## src/rtl/disp_admit_pkg.sv

```systemverilog
package disp_admit_pkg;

  // Stall cause index: also the field index inside stall_cnt.
  typedef enum logic [2:0] {
    CZ_REG   = 3'd0,
    CZ_ROB   = 3'd1,
    CZ_SCHED = 3'd2,
    CZ_LQ    = 3'd3,
    CZ_SQ    = 3'd4,
    CZ_GROUP = 3'd5
  } stall_e;

  localparam int NCAUSE = 6;

endpackage

```

## src/rtl/disp_sat_ctr.sv

```systemverilog
module disp_sat_ctr #(
  parameter int W = 16
) (
  input  logic         clk,
  input  logic         rst_n,
  input  logic         inc,
  output logic [W-1:0] cnt
);

  localparam logic [W-1:0] TOP = {W{1'b1}};

  always_ff @(posedge clk) begin
    if (!rst_n) begin
      cnt <= '0;
    end else if (inc && (cnt != TOP)) begin
      cnt <= cnt + 1'b1;
    end
  end

endmodule

```

## src/rtl/disp_prf_track.sv

```systemverilog
module disp_prf_track #(
  parameter int PRF_W = 6,
  parameter int SUM_W = 11
) (
  input  logic             clk,
  input  logic             rst_n,
  input  logic [PRF_W-1:0] cap,
  input  logic [SUM_W-1:0] alloc,
  input  logic [PRF_W-1:0] release_cnt,
  output logic [PRF_W-1:0] used,
  output logic [PRF_W-1:0] free_cnt,
  output logic             unbounded
);

  localparam logic [SUM_W:0] TOP = (SUM_W+1)'({PRF_W{1'b1}});

  logic [SUM_W:0] grown;
  logic [SUM_W:0] rel_x;
  logic [SUM_W:0] shrunk;
  logic [PRF_W-1:0] used_nxt;

  assign unbounded = (cap == '0);
  assign free_cnt  = (cap > used) ? (cap - used) : '0;

  always_comb begin
    grown  = (SUM_W+1)'(used) + (SUM_W+1)'(alloc);
    rel_x  = (SUM_W+1)'(release_cnt);
    shrunk = (grown > rel_x) ? (grown - rel_x) : '0;
    used_nxt = (shrunk > TOP) ? {PRF_W{1'b1}} : shrunk[PRF_W-1:0];
  end

  always_ff @(posedge clk) begin
    if (!rst_n) used <= '0;
    else        used <= used_nxt;
  end

endmodule

```

## src/rtl/disp_lane_chain.sv

```systemverilog
module disp_lane_chain
  import disp_admit_pkg::*;
#(
  parameter int LANES  = 4,
  parameter int UOP_W  = 2,
  parameter int DST_W  = 2,
  parameter int NSCHED = 2,
  parameter int QID_W  = 1,
  parameter int CRED_W = 5,
  parameter int PRF_W  = 6,
  parameter int SUM_W  = 11
) (
  input  logic [LANES-1:0]        lane_valid,
  input  logic [LANES*UOP_W-1:0]  lane_uops,
  input  logic [LANES*DST_W-1:0]  lane_dst,
  input  logic [LANES*QID_W-1:0]  lane_sched,
  input  logic [LANES-1:0]        lane_ld,
  input  logic [LANES-1:0]        lane_st,
  input  logic [LANES-1:0]        lane_solo,
  input  logic [SUM_W-1:0]        width_lim,
  input  logic [CRED_W-1:0]       rob_free,
  input  logic [PRF_W-1:0]        prf_free,
  input  logic                    prf_unbounded,
  input  logic [NSCHED*CRED_W-1:0] sched_free,
  input  logic [CRED_W-1:0]       lq_free,
  input  logic [CRED_W-1:0]       sq_free,
  output logic [LANES-1:0]        lane_take,
  output logic [SUM_W-1:0]        grp_uops,
  output logic [SUM_W-1:0]        grp_dst,
  output logic [NCAUSE-1:0]       stall_oh
);

  logic [SUM_W-1:0] u_x   [LANES];
  logic [SUM_W-1:0] d_x   [LANES];
  logic [QID_W-1:0] q_x   [LANES];
  logic [SUM_W-1:0] cap_q [NSCHED];

  for (genvar g = 0; g < LANES; g++) begin : g_lane
    assign u_x[g] = SUM_W'(lane_uops[g*UOP_W +: UOP_W]);
    assign d_x[g] = SUM_W'(lane_dst[g*DST_W +: DST_W]);
    assign q_x[g] = lane_sched[g*QID_W +: QID_W];
  end

  for (genvar s = 0; s < NSCHED; s++) begin : g_sq
    assign cap_q[s] = SUM_W'(sched_free[s*CRED_W +: CRED_W]);
  end

  logic             blk, solo_in, any;
  logic [SUM_W-1:0] su, sd, sl, ss;
  logic [SUM_W-1:0] qs [NSCHED];
  logic ok_w, ok_r, ok_b, ok_s, ok_l, ok_t, ok_g;

  always_comb begin
    blk = 1'b0; solo_in = 1'b0; any = 1'b0;
    su = '0; sd = '0; sl = '0; ss = '0;
    for (int s = 0; s < NSCHED; s++) qs[s] = '0;
    lane_take = '0;
    stall_oh  = '0;
    ok_w = 1'b0; ok_r = 1'b0; ok_b = 1'b0; ok_s = 1'b0;
    ok_l = 1'b0; ok_t = 1'b0; ok_g = 1'b0;
    for (int i = 0; i < LANES; i++) begin
      if (!blk) begin
        if (!lane_valid[i]) begin
          blk = 1'b1;
        end else begin
          ok_w = (su + u_x[i]) <= width_lim;
          ok_r = prf_unbounded || ((sd + d_x[i]) <= SUM_W'(prf_free));
          ok_b = (su + u_x[i]) <= SUM_W'(rob_free);
          ok_s = (int'(q_x[i]) < NSCHED) && ((qs[q_x[i]] + u_x[i]) <= cap_q[q_x[i]]);
          ok_l = !lane_ld[i] || ((sl + SUM_W'(1)) <= SUM_W'(lq_free));
          ok_t = !lane_st[i] || ((ss + SUM_W'(1)) <= SUM_W'(sq_free));
          ok_g = !solo_in && !(lane_solo[i] && any);
          if (ok_w && ok_r && ok_b && ok_s && ok_l && ok_t && ok_g) begin
            lane_take[i] = 1'b1;
            su = su + u_x[i];
            sd = sd + d_x[i];
            if (lane_ld[i]) sl = sl + SUM_W'(1);
            if (lane_st[i]) ss = ss + SUM_W'(1);
            qs[q_x[i]] = qs[q_x[i]] + u_x[i];
            solo_in = solo_in | lane_solo[i];
            any = 1'b1;
          end else begin
            blk = 1'b1;
            if (ok_w) begin
              if      (!ok_r) stall_oh[CZ_REG]   = 1'b1;
              else if (!ok_b) stall_oh[CZ_ROB]   = 1'b1;
              else if (!ok_s) stall_oh[CZ_SCHED] = 1'b1;
              else if (!ok_l) stall_oh[CZ_LQ]    = 1'b1;
              else if (!ok_t) stall_oh[CZ_SQ]    = 1'b1;
              else            stall_oh[CZ_GROUP] = 1'b1;
            end
          end
        end
      end
    end
    grp_uops = su;
    grp_dst  = sd;
  end

endmodule

```

## src/rtl/disp_admit.sv

```systemverilog
module disp_admit
  import disp_admit_pkg::*;
#(
  parameter int LANES     = 4,
  parameter int DEF_WIDTH = 2,
  parameter int UOP_W     = 2,
  parameter int DST_W     = 2,
  parameter int NSCHED    = 2,
  parameter int CRED_W    = 5,
  parameter int PRF_W     = 6,
  parameter int CNT_W     = 16,
  localparam int QID_W    = (NSCHED > 1) ? $clog2(NSCHED) : 1,
  localparam int WCFG_W   = $clog2(LANES + 1)
) (
  input  logic                      clk,
  input  logic                      rst_n,
  input  logic [WCFG_W-1:0]         cfg_width,
  input  logic [PRF_W-1:0]          cfg_prf_cap,
  input  logic [LANES-1:0]          in_valid,
  output logic [LANES-1:0]          in_ready,
  input  logic [LANES*UOP_W-1:0]    in_uops,
  input  logic [LANES*DST_W-1:0]    in_ndst,
  input  logic [LANES*QID_W-1:0]    in_sched,
  input  logic [LANES-1:0]          in_is_load,
  input  logic [LANES-1:0]          in_is_store,
  input  logic [LANES-1:0]          in_solo,
  input  logic [CRED_W-1:0]         rob_free,
  input  logic [NSCHED*CRED_W-1:0]  sched_free,
  input  logic [CRED_W-1:0]         lq_free,
  input  logic [CRED_W-1:0]         sq_free,
  input  logic [PRF_W-1:0]          prf_release,
  output logic [LANES-1:0]          disp_valid,
  output logic [LANES*UOP_W-1:0]    disp_uops,
  output logic [LANES*QID_W-1:0]    disp_sched,
  output logic [WCFG_W-1:0]         disp_total,
  output logic [NCAUSE*CNT_W-1:0]   stall_cnt,
  output logic [(LANES+1)*CNT_W-1:0] hist_cnt,
  output logic [PRF_W-1:0]          prf_used
);

  localparam int BIG_W = (CRED_W > PRF_W) ? CRED_W : PRF_W;
  localparam int SUM_W = BIG_W + UOP_W + $clog2(LANES) + 1;
  localparam int NBIN  = LANES + 1;

  // Effective width selection
  logic [SUM_W-1:0] width_lim;
  always_comb begin
    if (cfg_width == '0)                      width_lim = SUM_W'(DEF_WIDTH);
    else if (int'(cfg_width) > LANES)         width_lim = SUM_W'(LANES);
    else                                      width_lim = SUM_W'(cfg_width);
  end

  // Register occupancy
  logic [PRF_W-1:0] prf_free;
  logic             prf_unb;
  logic [SUM_W-1:0] grp_uops, grp_dst;

  disp_prf_track #(.PRF_W(PRF_W), .SUM_W(SUM_W)) u_prf (
    .clk        (clk),
    .rst_n      (rst_n),
    .cap        (cfg_prf_cap),
    .alloc      (grp_dst),
    .release_cnt(prf_release),
    .used       (prf_used),
    .free_cnt   (prf_free),
    .unbounded  (prf_unb)
  );

  // Admission chain
  logic [LANES-1:0]  take;
  logic [NCAUSE-1:0] stall_oh;

  disp_lane_chain #(
    .LANES(LANES), .UOP_W(UOP_W), .DST_W(DST_W), .NSCHED(NSCHED),
    .QID_W(QID_W), .CRED_W(CRED_W), .PRF_W(PRF_W), .SUM_W(SUM_W)
  ) u_chain (
    .lane_valid   (in_valid),
    .lane_uops    (in_uops),
    .lane_dst     (in_ndst),
    .lane_sched   (in_sched),
    .lane_ld      (in_is_load),
    .lane_st      (in_is_store),
    .lane_solo    (in_solo),
    .width_lim    (width_lim),
    .rob_free     (rob_free),
    .prf_free     (prf_free),
    .prf_unbounded(prf_unb),
    .sched_free   (sched_free),
    .lq_free      (lq_free),
    .sq_free      (sq_free),
    .lane_take    (take),
    .grp_uops     (grp_uops),
    .grp_dst      (grp_dst),
    .stall_oh     (stall_oh)
  );

  assign in_ready = take;

  // Registered dispatch group, zeroed on lanes not taken
  logic [LANES*UOP_W-1:0] uops_m;
  logic [LANES*QID_W-1:0] sched_m;

  for (genvar g = 0; g < LANES; g++) begin : g_mask
    assign uops_m[g*UOP_W +: UOP_W]  = take[g] ? in_uops[g*UOP_W +: UOP_W]   : '0;
    assign sched_m[g*QID_W +: QID_W] = take[g] ? in_sched[g*QID_W +: QID_W] : '0;
  end

  always_ff @(posedge clk) begin
    if (!rst_n) begin
      disp_valid <= '0;
      disp_uops  <= '0;
      disp_sched <= '0;
      disp_total <= '0;
    end else begin
      disp_valid <= take;
      disp_uops  <= uops_m;
      disp_sched <= sched_m;
      disp_total <= grp_uops[WCFG_W-1:0];
    end
  end

  // Stall cause counters
  for (genvar k = 0; k < NCAUSE; k++) begin : g_stall
    disp_sat_ctr #(.W(CNT_W)) u_ctr (
      .clk  (clk),
      .rst_n(rst_n),
      .inc  (stall_oh[k]),
      .cnt  (stall_cnt[k*CNT_W +: CNT_W])
    );
  end

  // Dispatch-size histogram
  for (genvar b = 0; b < NBIN; b++) begin : g_hist
    disp_sat_ctr #(.W(CNT_W)) u_bin (
      .clk  (clk),
      .rst_n(rst_n),
      .inc  (grp_uops == SUM_W'(b)),
      .cnt  (hist_cnt[b*CNT_W +: CNT_W])
    );
  end

endmodule

```

## config.mk

```make
export PLATFORM = sky130hd
export DESIGN_NAME = disp_admit
export DESIGN_NICKNAME = d
export VERILOG_FILES = /design/src/rtl/disp_admit_pkg.sv /design/src/rtl/disp_sat_ctr.sv /design/src/rtl/disp_prf_track.sv /design/src/rtl/disp_lane_chain.sv /design/src/rtl/disp_admit.sv
export SDC_FILE = /design/constraint.sdc
export NUM_CORES = 1
export LEC_CHECK = 0
export BUFFER_PORTS_ARGS = -buffer_cell sky130_fd_sc_hd__clkbuf_2
export CAP_MARGIN = 20
export CORE_ASPECT_RATIO = 2
export CORE_MARGIN = 2
export CORE_UTILIZATION = 51
export DETAILED_ROUTE_END_ITERATION = 12
export GPL_ROUTABILITY_DRIVEN = 0
export GPL_TIMING_DRIVEN = 0
export PLACE_DENSITY = 0.78
export REMOVE_ABC_BUFFERS = 1
export SYNTH_ARGS = -nofsm -noshare
export SYNTH_HDL_FRONTEND = slang
export SYNTH_SLANG_ARGS = --single-unit
export TNS_END_PERCENT = 5
```

## constraint.sdc

```tcl
create_clock -name clk -period 23.9 [get_ports clk]
set_input_delay 5.975 -clock clk [delete_from_list [all_inputs] [get_ports clk]]
set_output_delay 5.975 -clock clk [all_outputs]
set_load 0.03 [all_outputs]
```

==> out/metrics.csv <==
metric,value,unit
status,completed,
Crit path required time,17.93,ns
Synth top area share,0.285,
multiplexer area fraction after synthesis,0.0461,
Worst Hold Depth,2,
Min Hold Slack,0.486,ns
Pre-antenna DRT Iters,5,
first-pass GRT wire length,61400,um
CP startpoint kind,input port,
"count leader, synth",dfxtp_1,
Synth Area per Inst,8.06,um2
"Setup violations, final",0,
Final nets,2212,
CP max stage cell,fa_1,
main area contributors after synthesis,"dfxtp_1 29%, ha_1 10%, nor2_1 4.6%",
R2R depth,66,
GRT Overall Usage,0.254,
Synth Area in Compound Gates,0.158,
vias,13800,
Ys Warns,0,
most frequent CP cell,ha_1,
Die Y,239,um
CTS tree,built,
M1 GR Usage,0.321,
grt met3 use,0.0544,
count of final hold-check violations,0,
initial antenna violation count,1,
area grow syn2layout,18.6,%
DR iter-0 viols,778,
fraction of layout cells with a size suffix above 1,0.205,
Die Area,0.0291,mm2
Starting Density,0.516,
Worst Path Max Fanout,14,
critical path type,input port to output pin,
Core Area,0.0273,mm2
clock skew,0.0144,ns
hpwl dp,28900,um
Seq. cell area,0.00402,mm2
Multi-input gate area,0.00961,mm2
Max-Cap Viols,0,
CTS Sinks,201,
IO Port Bufs,282,
gr ovfl total,0,
pwr dens,52.3,mW/mm2
Synth Area in XOR/XNOR,0.0614,
Cells after Synth,1748,
Worst Setup End Kind,output pin,
vias in the first global route,12600,
clk slew on worst S/H paths,0.06,ns
filler instances,2467,
DP Worst Slack,-1.59,ns
post-route antenna net violation count,0,
Hold Path Class,register to register,
Static Leak,7.05,nW
overall power,0.000874,W
Synth top cells by count,"201 x dfxtp_1, 173 x nor2_1, 129 x nand2_1",
largest family of logic cells by synthesized area,simple AND/OR/NAND/NOR gates,
met2 usage,0.430,
busiest layer in global routing,met2,
Rows,86,
#FFs+latches synth,201,
pins over their slew limit,0,
fin crit period,23.34,ns
Peak supply drop,0.0593,mV
Slew @ Worst Pin,1.30,ns
Fmax achieved,42.8,MHz
Critical Path AT,17.36,ns
PnR worst setup slack,0.562,ns
Antenna Cells,0,
Routed WL,38800,um
Post-synth EDFFs,0,
CTS H-tree lvls,1,
drc violations,0,
slowest cell delay on critical path,0.47,ns
Post-Syn Area,0.0141,mm2
Max-slew headroom,0.137,
Max Root-Sink Buffers,3,
Setup Total Neg Slack,0,ns
fin crit share,0.976,
Unique masters post-synth,87,
clk_lat worst skew,0.52,ns
largest net degree at the start of global routing,98,
CTS Buf Count,20,
routed len/inst,16.3,um
root buffer cell,clkbuf_16,
"Seq/Total Area, Yosys",0.285,
Synth Area in Adders,0.121,
"FFs w/ async S/R, synth",0,
DR vias/cell,5.82,
leading area contributor after synthesis,dfxtp_1,
chip width,122,um
area share of and/or/nand/nor cells after synthesis,0.282,
I/O pin cnt,283,
Most used DFF post-synth,dfxtp_1,
cells by family (layout without fill, tap and decap cells):
family / count (synthesis) / count (layout)
simple gates: 755 / 755
compound gates: 336 / 337
flops: 201 / 201
buf+inv: 164 / 434
fa+ha+maj: 129 / 129
xor+xnor: 98 / 98
mux: 64 / 64
other cells: 1 / 1
routing by layer:
metal  vias to the layer above  part of all wire
met4                         2             0.031
li1                       6829                 -
met1                      6437              0.42
met5                         -           0.00034
met3                        83             0.077
met2                       454              0.47
power by group:
group | total, W | switching, W | internal, W
clock | 0.000337 | 0.000143 | 0.000194
sequential | 0.000342 | 0.00000401 | 0.000338
combinational | 0.000195 | 0.000123 | 0.0000721
path summary, 6_finish.rpt:
kind / startpoint / to / slack (ns)
hold reg to reg: g_stall[1].u_ctr.cnt[7] / g_stall[1].u_ctr.cnt[7] / 0.49
hold / removal: g_stall[1].u_ctr.cnt[7] / g_stall[1].u_ctr.cnt[7] / 0.49
setup reg to reg: u_prf.used[4] / u_prf.used[0] / 9.11
setup / recovery: cfg_prf_cap[0] / in_ready[3] / 0.56
sequential cells by signal, summed over array words and instances, names as in the netlist:
signal,count
g_stall.u_ctr.cnt,96
g_hist.u_bin.cnt,80
disp_uops,8
u_prf.used,6
disp_sched,4
disp_valid,4
disp_total,3
stage by stage:
stage / instance area (um2) / utilization / cells
3_5_place_dp: 15800 / 0.577 / 2323
6_report: 16700 / 0.612 / 2371
2_1_floorplan: 13800 / - / 1683
3_3_place_gp: 15700 / 0.574 / 2317
5_1_grt: 16700 / 0.612 / 2371
4_1_cts: 16600 / 0.606 / 2362
repair_timing:
| item | in CTS | in global routing |
|---|---|---|
| hold buffers | 0 | 0 |
| setup buffers | 3 | 8 |
| resized for setup | 12 | 29 |
| endpoints found under the setup margin | 1 | 1 |
| pin swaps | 5 | 9 |
| cloned | 0 | 1 |
placed cells by master (no fill, tap or decap), drive strengths merged, types with 12 or more instances in the layout:
| cell type | n |
|---|---|
| xor2 | 39 |
| nor4 | 41 |
| nand2 | 129 |
| nor3 | 32 |
| and2 | 26 |
| nand2b | 28 |
| o21a | 14 |
| fa | 12 |
| nand3 | 102 |
| or3 | 48 |
| or4 | 26 |
| clkbuf | 304 |
| o31ai | 31 |
| ha | 117 |
| a21oi | 118 |
| xnor2 | 59 |
| nand4 | 48 |
| buf | 18 |
| a21o | 12 |
| nor2b | 29 |
| and3 | 42 |
| mux2i | 57 |
| inv | 99 |
| dfxtp | 201 |
| o21ai | 81 |
| nor2 | 173 |
cell type report:
type	count	share of cell area
clock buffers	23	0.0318
multi-input cells	1384	0.575
clock inverters	13	0.00988
repair buffers	299	0.0938
well taps	352	0.0263
inverters	99	0.0228
flip-flops and latches	201	0.241
critical path, delay by kind of cell:
| kind | cells | cell delay (ns) |
|---|---|---|
| fa+ha+maj | 11 | 3.28 |
| buf+inv | 9 | 0.95 |
| mux | 3 | 0.73 |
| simple gates | 16 | 3.18 |
| compound gates | 16 | 3.22 |
(Power assumes the default switching activity.)
